--- src/rtl/ebs_pkg.sv ---
package ebs_pkg;

    typedef enum logic [1:0] {
        PH_IDLE   = 2'd0,
        PH_SETUP  = 2'd1,
        PH_STROBE = 2'd2,
        PH_HOLD   = 2'd3
    } phase_e;

    typedef struct packed {
        logic mode;   // 1 = byte-enable scheme
        logic seen;   // an external cycle has completed since reset
    } modereg_t;

endpackage

--- src/rtl/ebs_mode_reg.sv ---
module ebs_mode_reg
    import ebs_pkg::*;
#(
    parameter int REG_AW    = 4,
    parameter int REG_W     = 16,
    parameter int MODE_ADDR = 3
) (
    input  logic              clk,
    input  logic              rst_n,
    input  logic              we_i,
    input  logic [REG_AW-1:0] addr_i,
    input  logic              wbit_i,
    input  logic              ext_done_i,
    output logic              mode_o,
    output logic [REG_W-1:0]  rdata_o
);
    localparam int MODE_BIT = REG_W - 1;

    modereg_t r_d, r_q;
    logic     hit;

    assign hit = (addr_i == REG_AW'(MODE_ADDR));

    always_comb begin
        r_d = r_q;
        if (ext_done_i) begin
            r_d.seen = 1'b1;
        end
        if (we_i && hit) begin
            // setting is locked out until a cycle has finished
            r_d.mode = wbit_i & r_q.seen;
        end
    end

    always_ff @(posedge clk or negedge rst_n) begin
        if (!rst_n) begin
            r_q <= '0;
        end else begin
            r_q <= r_d;
        end
    end

    always_comb begin
        rdata_o = '0;
        if (hit) begin
            rdata_o[MODE_BIT] = r_q.mode;
        end
    end

    assign mode_o = r_q.mode;

endmodule

--- src/rtl/ebs_cycle_fsm.sv ---
module ebs_cycle_fsm
    import ebs_pkg::*;
#(
    parameter int ADDR_W     = 20,
    parameter int SETUP_CYC  = 1,
    parameter int STROBE_CYC = 2,
    parameter int HOLD_CYC   = 1
) (
    input  logic              clk,
    input  logic              rst_n,
    input  logic              req_valid_i,
    input  logic              req_write_i,
    input  logic [ADDR_W-1:0] req_addr_i,
    input  logic [1:0]        req_be_i,
    input  logic              mode_eff_i,
    input  logic              wait_n_i,
    output phase_e            phase_o,
    output logic              write_o,
    output logic [1:0]        be_o,
    output logic              mode_o,
    output logic [ADDR_W-1:0] addr_o,
    output logic              done_o
);
    localparam int MAX_AB = (SETUP_CYC > STROBE_CYC) ? SETUP_CYC : STROBE_CYC;
    localparam int MAX_C  = (MAX_AB > HOLD_CYC) ? MAX_AB : HOLD_CYC;
    localparam int CNT_W  = (MAX_C < 2) ? 1 : $clog2(MAX_C);

    typedef struct packed {
        phase_e            phase;
        logic [CNT_W-1:0]  cnt;
        logic              write;
        logic [1:0]        be;
        logic              mode;
        logic [ADDR_W-1:0] addr;
    } cyc_t;

    cyc_t c_d, c_q;

    always_comb begin
        c_d = c_q;
        unique case (c_q.phase)
            PH_IDLE: begin
                if (req_valid_i) begin
                    c_d.phase = PH_SETUP;
                    c_d.cnt   = CNT_W'(SETUP_CYC - 1);
                    c_d.write = req_write_i;
                    c_d.be    = req_be_i;
                    c_d.mode  = mode_eff_i;
                    c_d.addr  = req_addr_i;
                end
            end
            PH_SETUP: begin
                if (c_q.cnt == '0) begin
                    c_d.phase = PH_STROBE;
                    c_d.cnt   = CNT_W'(STROBE_CYC - 1);
                end else begin
                    c_d.cnt = c_q.cnt - 1'b1;
                end
            end
            PH_STROBE: begin
                if (c_q.cnt != '0) begin
                    c_d.cnt = c_q.cnt - 1'b1;
                end else if (!c_q.mode && !wait_n_i) begin
                    c_d.phase = PH_STROBE;   // stretched by one clock
                end else begin
                    c_d.phase = PH_HOLD;
                    c_d.cnt   = CNT_W'(HOLD_CYC - 1);
                end
            end
            PH_HOLD: begin
                if (c_q.cnt == '0) begin
                    c_d.phase = PH_IDLE;
                end else begin
                    c_d.cnt = c_q.cnt - 1'b1;
                end
            end
            default: c_d.phase = PH_IDLE;
        endcase
    end

    always_ff @(posedge clk or negedge rst_n) begin
        if (!rst_n) begin
            c_q <= '0;
        end else begin
            c_q <= c_d;
        end
    end

    assign phase_o = c_q.phase;
    assign write_o = c_q.write;
    assign be_o    = c_q.be;
    assign mode_o  = c_q.mode;
    assign addr_o  = c_q.addr;
    assign done_o  = (c_q.phase == PH_HOLD) && (c_q.cnt == '0);

endmodule

--- src/rtl/ebs_pin_mux.sv ---
module ebs_pin_mux
    import ebs_pkg::*;
(
    input  logic       clk,
    input  logic       rst_n,
    input  phase_e     phase_i,
    input  logic       write_i,
    input  logic [1:0] be_i,
    input  logic       cyc_mode_i,
    input  logic       mode_eff_i,
    output logic       rd_n_o,
    output logic       strb_hi_n_o,
    output logic       strb_lo_n_o,
    output logic       wr_n_o,
    output logic       bclk_o
);
    logic busy, in_strobe, use_be;
    logic bclk_d, bclk_q;

    assign busy      = (phase_i != PH_IDLE);
    assign in_strobe = (phase_i == PH_STROBE);
    assign use_be    = busy ? cyc_mode_i : mode_eff_i;

    always_comb begin
        rd_n_o      = 1'b1;
        strb_hi_n_o = 1'b1;
        strb_lo_n_o = 1'b1;
        wr_n_o      = 1'b1;
        if (in_strobe && !write_i) begin
            rd_n_o = 1'b0;
        end
        if (!cyc_mode_i) begin
            if (in_strobe && write_i) begin
                strb_hi_n_o = ~be_i[1];
                strb_lo_n_o = ~be_i[0];
            end
        end else if (busy) begin
            strb_hi_n_o = ~be_i[1];
            strb_lo_n_o = ~be_i[0];
            if (in_strobe && write_i) begin
                wr_n_o = 1'b0;
            end
        end
    end

    always_comb begin
        bclk_d = use_be ? 1'b1 : ~bclk_q;
    end

    always_ff @(posedge clk or negedge rst_n) begin
        if (!rst_n) begin
            bclk_q <= 1'b1;
        end else begin
            bclk_q <= bclk_d;
        end
    end

    assign bclk_o = bclk_q;

endmodule

--- src/rtl/ebus_strobe_gen.sv ---
module ebus_strobe_gen
    import ebs_pkg::*;
#(
    parameter int ADDR_W     = 20,
    parameter int REG_AW     = 4,
    parameter int REG_W      = 16,
    parameter int MODE_ADDR  = 3,
    parameter int SETUP_CYC  = 1,
    parameter int STROBE_CYC = 2,
    parameter int HOLD_CYC   = 1
) (
    input  logic              clk,
    input  logic              rst_n,
    input  logic              boot_mode_i,
    input  logic              reg_we_i,
    input  logic [REG_AW-1:0] reg_addr_i,
    input  logic [REG_W-1:0]  reg_wdata_i,
    output logic [REG_W-1:0]  reg_rdata_o,
    input  logic              req_valid_i,
    input  logic              req_write_i,
    input  logic [ADDR_W-1:0] req_addr_i,
    input  logic [1:0]        req_be_i,
    input  logic              bus_wait_n_i,
    output logic [ADDR_W-1:0] bus_addr_o,
    output logic              busy_o,
    output logic              cyc_done_o,
    output logic              bus_rd_n_o,
    output logic              bus_strb_hi_n_o,
    output logic              bus_strb_lo_n_o,
    output logic              bus_wr_n_o,
    output logic              bus_clk_o
);
    localparam int MODE_BIT = REG_W - 1;

    logic       mode_q, mode_eff, cyc_mode, cyc_write, done;
    logic [1:0] cyc_be;
    phase_e     phase;
    logic       unused_wdata;

    assign unused_wdata = ^reg_wdata_i[MODE_BIT-1:0];
    assign mode_eff     = mode_q & ~boot_mode_i;

    ebs_mode_reg #(
        .REG_AW   (REG_AW),
        .REG_W    (REG_W),
        .MODE_ADDR(MODE_ADDR)
    ) u_reg (
        .clk       (clk),
        .rst_n     (rst_n),
        .we_i      (reg_we_i),
        .addr_i    (reg_addr_i),
        .wbit_i    (reg_wdata_i[MODE_BIT]),
        .ext_done_i(done),
        .mode_o    (mode_q),
        .rdata_o   (reg_rdata_o)
    );

    ebs_cycle_fsm #(
        .ADDR_W    (ADDR_W),
        .SETUP_CYC (SETUP_CYC),
        .STROBE_CYC(STROBE_CYC),
        .HOLD_CYC  (HOLD_CYC)
    ) u_fsm (
        .clk        (clk),
        .rst_n      (rst_n),
        .req_valid_i(req_valid_i),
        .req_write_i(req_write_i),
        .req_addr_i (req_addr_i),
        .req_be_i   (req_be_i),
        .mode_eff_i (mode_eff),
        .wait_n_i   (bus_wait_n_i),
        .phase_o    (phase),
        .write_o    (cyc_write),
        .be_o       (cyc_be),
        .mode_o     (cyc_mode),
        .addr_o     (bus_addr_o),
        .done_o     (done)
    );

    ebs_pin_mux u_pins (
        .clk        (clk),
        .rst_n      (rst_n),
        .phase_i    (phase),
        .write_i    (cyc_write),
        .be_i       (cyc_be),
        .cyc_mode_i (cyc_mode),
        .mode_eff_i (mode_eff),
        .rd_n_o     (bus_rd_n_o),
        .strb_hi_n_o(bus_strb_hi_n_o),
        .strb_lo_n_o(bus_strb_lo_n_o),
        .wr_n_o     (bus_wr_n_o),
        .bclk_o     (bus_clk_o)
    );

    assign busy_o     = (phase != PH_IDLE);
    assign cyc_done_o = done;

endmodule

--- config.mk ---
export PLATFORM = sky130hd
export DESIGN_NAME = ebus_strobe_gen
export DESIGN_NICKNAME = d
export VERILOG_FILES = /design/src/rtl/ebs_pkg.sv /design/src/rtl/ebs_mode_reg.sv /design/src/rtl/ebs_cycle_fsm.sv /design/src/rtl/ebs_pin_mux.sv /design/src/rtl/ebus_strobe_gen.sv
export SDC_FILE = /design/constraint.sdc
export NUM_CORES = 1
export LEC_CHECK = 0
export BUFFER_PORTS_ARGS = -buffer_cell sky130_fd_sc_hd__buf_2
export CAP_MARGIN = 10
export CORE_ASPECT_RATIO = 0.7
export CORE_MARGIN = 1.5
export CORE_UTILIZATION = 45
export DETAILED_ROUTE_END_ITERATION = 16
export PLACE_DENSITY_LB_ADDON = 0.12
export SLEW_MARGIN = 20
export SYNTH_ARGS = -nofsm -noshare
export SYNTH_HDL_FRONTEND = slang
export SYNTH_SLANG_ARGS = --single-unit
--- constraint.sdc ---
create_clock -name clk -period 3.4 [get_ports clk]
set_input_delay 0.17 -clock clk [delete_from_list [all_inputs] [get_ports clk]]
set_output_delay 0.17 -clock clk [all_outputs]
set_load 0.005 [all_outputs]
==> results of run 1 <==
per-stage QoR:
| step | cells | worst slack [ns] | util (%) |
|---|---|---|---|
| final | 226 | 1.56 | 54.2 |
| after global routing | 226 | 1.37 | 54.2 |
| after CTS | 226 | 1.50 | 54.2 |
| after detailed placement | 217 | 1.51 | 50.8 |
| after global placement | 217 | 1.61 | 50.8 |
| after floorplan | 143 | 1.97 | - |
routing by layer:
layer | part of all wire [%] | up-vias | GRT usage [%]
li1 | - | 468 | -
met1 | 44 | 455 | 16.8
met2 | 45 | 52 | 20.2
met3 | 11 | 2 | 6.86
met4 | 0.31 | 0 | 5.45
met5 | 0 | - | 0
cell families after synthesis:
kind of cell             count (synthesis)  share of synthesized area, %
buffers and inverters                   42                          18.6
flip-flops                              30                          45.9
multiplexers                            26                          21.9
AND/OR/NAND/NOR                         16                          5.58
AO/OA/AOI/OAI                            8                          3.13
adder cells (fa/ha/maj)                  6                          4.59
other                                    1                         0.229
power by group through the flow:
stage	combinational [W]	clock (W)	sequential, W
after floorplan	0.000629	0	0.000622
after detailed placement	0.000678	0	0.000646
final	0.000664	0.000326	0.000643
after CTS	0.000678	0.000335	0.000645
after global routing	0.000741	0.000354	0.000666
after global placement	0.000659	0	0.000636
worst max-delay path by stage:
stage	endpoint	depth (start not counted)	slack [ns]	from
floorplan	u_fsm.addr_o[0]	5	1.97	u_fsm.phase_o[0]
global placement	u_fsm.addr_o[9]	4	1.61	u_fsm.phase_o[0]
detailed placement	u_fsm.addr_o[8]	4	1.51	u_fsm.phase_o[0]
CTS	u_fsm.addr_o[8]	4	1.50	u_fsm.phase_o[0]
global route	u_fsm.addr_o[7]	4	1.37	u_fsm.phase_o[0]
finish	u_fsm.addr_o[8]	4	1.56	u_fsm.phase_o[0]
state kept, by name, indices dropped and copies added (netlist names):
| register | cells |
|---|---|
| u_fsm.addr_o | 20 |
| u_fsm.be_o | 2 |
| u_fsm.phase_o | 2 |
| u_fsm.c_q | 1 |
| u_fsm.mode_o | 1 |
| u_fsm.write_o | 1 |
| u_pins.bclk_o | 1 |
| u_reg.mode_o | 1 |
| u_reg.r_q | 1 |
layout make-up:
type                            count  area (um2)
Fill cell                         321        1600
Sequential cell                    30         752
Multi-Input combinational cell     71         633
Timing Repair Buffer               62         315
Clock buffer                        8         110
Tap cell                           50        62.6
Inverter                            5        18.8
cells in the mapped netlist (2+ instances only):
master / n
mux2_4: 18
o21ai_0: 3
nand2_1: 6
ha_1: 6
dfrtp_1: 29
buf_6: 2
mux2_1: 7
inv_1: 5
nand2b_1: 2
buf_4: 35
repair_timing:
item	CTS	global route
gates resized for setup	0	0
endpoints found under the hold margin	29	0
hold buffers	1	0
buffers inserted	0	0
==> results.sh, run 1 <==
export IMPL_gp_congestion=0.846
export IMPL_holdPathEnd="u_pins.bclk_o"
export IMPL_crit_buf_inv=1
export IMPL_p_int_w=0.00114
export IMPL_vdd_drop_max_v=0.000388
export IMPL_vias_per_cell=4.32
export IMPL_ys_flop_type="dfrtp_1"
export IMPL_layout_commonest_cell="buf_2"
export IMPL_p_total_w=0.00163
export IMPL_fmax_mhz=543
export IMPL_cp_slowest_cell="mux2_1"
export IMPL_power_switching_share_pct=30.1
export IMPL_grt_start_max_net_pins=31
export IMPL_mappedNetlistArea_mm2=0.00164
export IMPL_worstSetupPathType="reg2reg"
export IMPL_power_share_clock_pct=20.0
export IMPL_rrSetupSlack_ns=1.56
export IMPL_ys_seq_elements=30
export IMPL_cts_root_buf="clkbuf_8"
export IMPL_timing_rr_start="u_fsm.phase_o[0]"
export IMPL_vias=977
export IMPL_cts_sinks=30
export IMPL_slew_headroom_pct=50.4
export IMPL_io_pins=92
export IMPL_drive_gt1_share_pct=51.7
export IMPL_worstMarginPinSlew_ns=0.741
export IMPL_worst_ep_required_time_ns=3.55
export IMPL_critPathArrivalTime_ns=1.99
export IMPL_path_clk_slew_ns=0.06
export IMPL_synth_cells=129
export IMPL_combPwrFrac_pct=40.7
export IMPL_crit_path_max_incr_delay_ns=0.49
export IMPL_clk_insertion_delay_late_ns=0.27
export IMPL_regToRegEndpoint="u_fsm.addr_o[8]"
export IMPL_cts_tree="done"
export IMPL_avgSynthCellArea_um2=12.7
export IMPL_synthTopCellsByArea="dfrtp_1 (44%), mux2_4 (17%), buf_4 (16%)"
export IMPL_antenna_found_initial=0
export IMPL_start_util_pct=46.9
export IMPL_min_delay_start="boot_mode_i"
export IMPL_crit_path_start_kind="flip-flop"
export IMPL_numCtsBuffers=5
export IMPL_whs_ns=0.0908
export IMPL_setup_violations=0
export IMPL_hp_class="in2reg"
export IMPL_path_max_fanout=25
export IMPL_grt_pass1_wl_um=3890
export IMPL_grtUsageTotal_pct=13.7
export IMPL_drv_cap=0
export IMPL_status="completed"
export IMPL_p_leak_nw=1.01
export IMPL_yosysSeqAreaShare_pct=45.9
export IMPL_synth_edf_count=0
export IMPL_min_path_cells=2
export IMPL_post_drt_wl_per_cell_um=11.4
export IMPL_worstPathCellList="inv_1, ha_1, nand2_2, mux2_1"
export IMPL_hold_viol_final=0
export IMPL_seqPwrFrac_pct=39.4
export IMPL_first_global_vias=888
export IMPL_rsz0062_at_grt="false"
export IMPL_drt_iter0_drc=33
export IMPL_final_setup_tns_ns=0
export IMPL_netlist_area_leader_share_pct=44.3
export IMPL_nets=230
export IMPL_io_buffers=61
export IMPL_layout_common_cells="buf_2 (61), dfrtp_1 (29), mux2_4 (18)"
export IMPL_core_area_mm2=0.00349
export IMPL_drt_total_wl_um=2580
export IMPL_hpwl_um=1990
export IMPL_period_share_pct=54.2
export IMPL_fp_dieW_um=75.1
export IMPL_power_switching_w=0.000492
export IMPL_dr_pass1_iters=3
export IMPL_die_h_um=53.5
export IMPL_synth_cell_type_count=26
export IMPL_die_area_mm2=0.00401
export IMPL_ys_warn_count=0
export IMPL_drc=0
export IMPL_async_flop_share_pct=100
export IMPL_worst_r2r_cell_count=4
export IMPL_power_density_mw_per_mm2=863
export IMPL_worstSetupEndpointType="flip-flop"
export IMPL_antenna_cells=0
export IMPL_crit_family="multiplexers"
export IMPL_period_minus_slack_ns=1.84
export IMPL_ant_nets=0
export IMPL_design_area_mm2=0.00189
export IMPL_grt_ovfl_total=0
export IMPL_rows=18
export IMPL_cts_htree_levels=2
export IMPL_finalClockSkew_ns=0.00364
export IMPL_yosysTopAreaCell="dfrtp_1"
export IMPL_cts_buffer_depth=2
export IMPL_place_area_mm2=0.00177
export IMPL_syn_to_final_growth_pct=15.6
export IMPL_slew_violations=0
No activity file was read; power rests on OpenSTA's default activity.
==> inputs of run 2 (changes only) <==
CORE_UTILIZATION = 40   (was 45)
clock period = 1.65 ns   (was 3.4 ns; I/O delays follow)
==> run 2 against run 1 <==
  * Global-route usage down 0.46 points
  * Sequential power increased by 110%
  * First-iteration DRC count decreased by 64%
  * Final area up 2.0%
  * Largest cell class unchanged
  * Highest routed layer unchanged
==> results.sh, run 2 (synthesis gave the netlist of run 1 again) <==
export IMPL_path_max_fanout=5
export IMPL_rrSetupSlack_ns=0.13
export IMPL_period_share_pct=92.1
export IMPL_antenna_cells=0
export IMPL_seqPwrFrac_pct=39.6
export IMPL_numPlacedInstances=221
export IMPL_grtUsageTotal_pct=13.2
export IMPL_status="completed"
export IMPL_critPathArrivalTime_ns=1.44
export IMPL_rsz0062_at_grt="false"
export IMPL_use_met1_pct=17.0
export IMPL_fp_dieW_um=79.5
export IMPL_start_util_pct=41.7
export IMPL_post_cts_buffers=0
export IMPL_die_h_um=56.5
export IMPL_cts_tree="done"
export IMPL_holdPathEnd="u_fsm.addr_o[9]"
export IMPL_power_share_clock_pct=17.3
export IMPL_largest_register_ffs=20
export IMPL_numCtsBuffers=5
export IMPL_core_area_mm2=0.00392
export IMPL_path_clk_slew_ns=0.06
export IMPL_regToRegEndpoint="u_fsm.phase_o[1]"
export IMPL_seq_area_um2=752
export IMPL_antenna_found_initial=0
export IMPL_post_drt_wl_per_cell_um=11.5
export IMPL_cts_root_buf="clkbuf_8"
export IMPL_period_minus_slack_ns=1.52
export IMPL_grt_start_max_net_pins=31
export IMPL_first_global_vias=968
export IMPL_use_met3_pct=5.37
export IMPL_min_path_cells=2
export IMPL_worstSetupPathType="reg2out"
export IMPL_fillCellCount=364
export IMPL_cp_slowest_cell="dfrtp_1"
export IMPL_met2_usage_pct=19.7
export IMPL_vias_per_cell=4.26
export IMPL_crit_family="flip-flops"
export IMPL_setup_violations=0
export IMPL_cts_buffer_depth=2
export IMPL_vias=985
export IMPL_worstPathCellList="inv_1, ha_1, mux2i_2, nand2_1, buf_2"
export IMPL_worst_r2r_cell_count=5
export IMPL_grt_ovfl_total=0
export IMPL_io_pins=92
export IMPL_crit_path_max_incr_delay_ns=0.42
export IMPL_final_setup_tns_ns=0
export IMPL_multi_input_area_um2=637
export IMPL_io_buffers=61
export IMPL_worstSetupEndpointType="primary output"
export IMPL_worstMarginPinSlew_ns=0.650
export IMPL_drt_total_wl_um=2660
export IMPL_hpwl_um=2010
export IMPL_dr_pass1_iters=3
export IMPL_cts_sinks=30
export IMPL_syn_to_final_growth_pct=17.9
export IMPL_ant_nets=0
export IMPL_fmax_mhz=658
export IMPL_min_delay_start="req_addr_i[9]"
export IMPL_drv_cap=0
export IMPL_rows=19
export IMPL_combPwrFrac_pct=43.1
export IMPL_slew_headroom_pct=56.7
export IMPL_nets=233
export IMPL_cts_htree_levels=2
export IMPL_grt_pass1_wl_um=4450
export IMPL_drt_iter0_drc=12
export IMPL_vdd_drop_max_v=0.000838
export IMPL_grt_busiest_layer="met2"
export IMPL_layout_common_cells="buf_2 (61), dfrtp_1 (29), mux2_4 (18)"
export IMPL_p_int_w=0.00232
export IMPL_gp_congestion=0.732
export IMPL_timing_rr_start="u_fsm.phase_o[1]"
export IMPL_die_area_mm2=0.00449
export IMPL_power_switching_w=0.00103
export IMPL_crit_buf_inv=2
export IMPL_slew_violations=0
export IMPL_p_leak_nw=1.03
export IMPL_layout_commonest_cell="buf_2"
export IMPL_power_switching_share_pct=30.7
export IMPL_hp_class="in2reg"
export IMPL_worst_ep_required_time_ns=1.57
export IMPL_finalClockSkew_ns=0.00306
export IMPL_drc=0
export IMPL_power_density_mw_per_mm2=1740
export IMPL_drive_gt1_share_pct=52.5
export IMPL_crit_path_start_kind="flip-flop"
export IMPL_clk_insertion_delay_late_ns=0.27
export IMPL_fin_cells=231
export IMPL_hold_viol_final=0
export IMPL_whs_ns=0.0239
## run 2: final cells by class
class | count | share of cell area [%]
clock buffer | 7 | 4.47
clock inverter | 1 | 0.259
inverter | 5 | 0.973
multi-input combinational | 71 | 33.0
sequential | 30 | 39.0
tap | 52 | 3.37
timing repair buffer | 65 | 18.9
## run 2: metal layers
metal  routed length (um)  part of all wire [%]  vias to the layer above
met4                   21                  0.79                        0
met5                    0                     0                        -
met3                  247                   9.3                        5
li1                     -                     -                      475
met2                 1120                    42                       46
met1                 1270                    48                      459
## run 2: power by group through the flow
| stage | sequential (W) | combinational (W) | clock, W |
|---|---|---|---|
| after floorplan | 0.00128 | 0.00130 | 0 |
| after global placement | 0.00131 | 0.00143 | 0 |
| final | 0.00133 | 0.00145 | 0.000579 |
| after detailed placement | 0.00133 | 0.00144 | 0 |
| after global routing | 0.00138 | 0.00160 | 0.000645 |
| after CTS | 0.00133 | 0.00145 | 0.000614 |
## run 2: worst register-to-register path, delay by kind of cell, from the launching register on
kind | cells | cell delay, ns
AOI/OAI and AO/OA | 1 | 0.15
adders and majority gates | 1 | 0.23
buffers and inverters | 1 | 0.13
DFF | 1 | 0.43
muxes | 1 | 0.35
and+or+nand+nor | 1 | 0.11
## run 2: worst max-delay path by stage
stage	start	end	cells past startpoint
2_1_floorplan	u_fsm.phase_o[0]	u_fsm.addr_o[0]	5
3_3_place_gp	u_fsm.phase_o[0]	u_fsm.phase_o[1]	5
3_5_place_dp	u_fsm.phase_o[1]	u_fsm.phase_o[1]	5
4_1_cts	u_fsm.phase_o[0]	bus_strb_hi_n_o	6
5_1_grt	u_fsm.phase_o[0]	bus_strb_lo_n_o	6
6_report	u_fsm.phase_o[1]	bus_strb_hi_n_o	5
## run 2: repair_timing
action,in CTS,in global routing
hold buffers,2,0
setup endpoints to repair,0,2
hold endpoints to repair,30,0
gates resized for setup,0,2
## run 2: through the flow
step	utilization, %	setup slack [ns]	power [W]	instance area (um2)
after CTS	49.1	0.0857	0.00340	1930
after global placement	46.3	0.190	0.00274	1810
after global routing	49.2	0.0237	0.00362	1930
final	49.2	0.131	0.00336	1930
after detailed placement	46.3	0.143	0.00278	1810
after floorplan	-	0.222	0.00258	1690
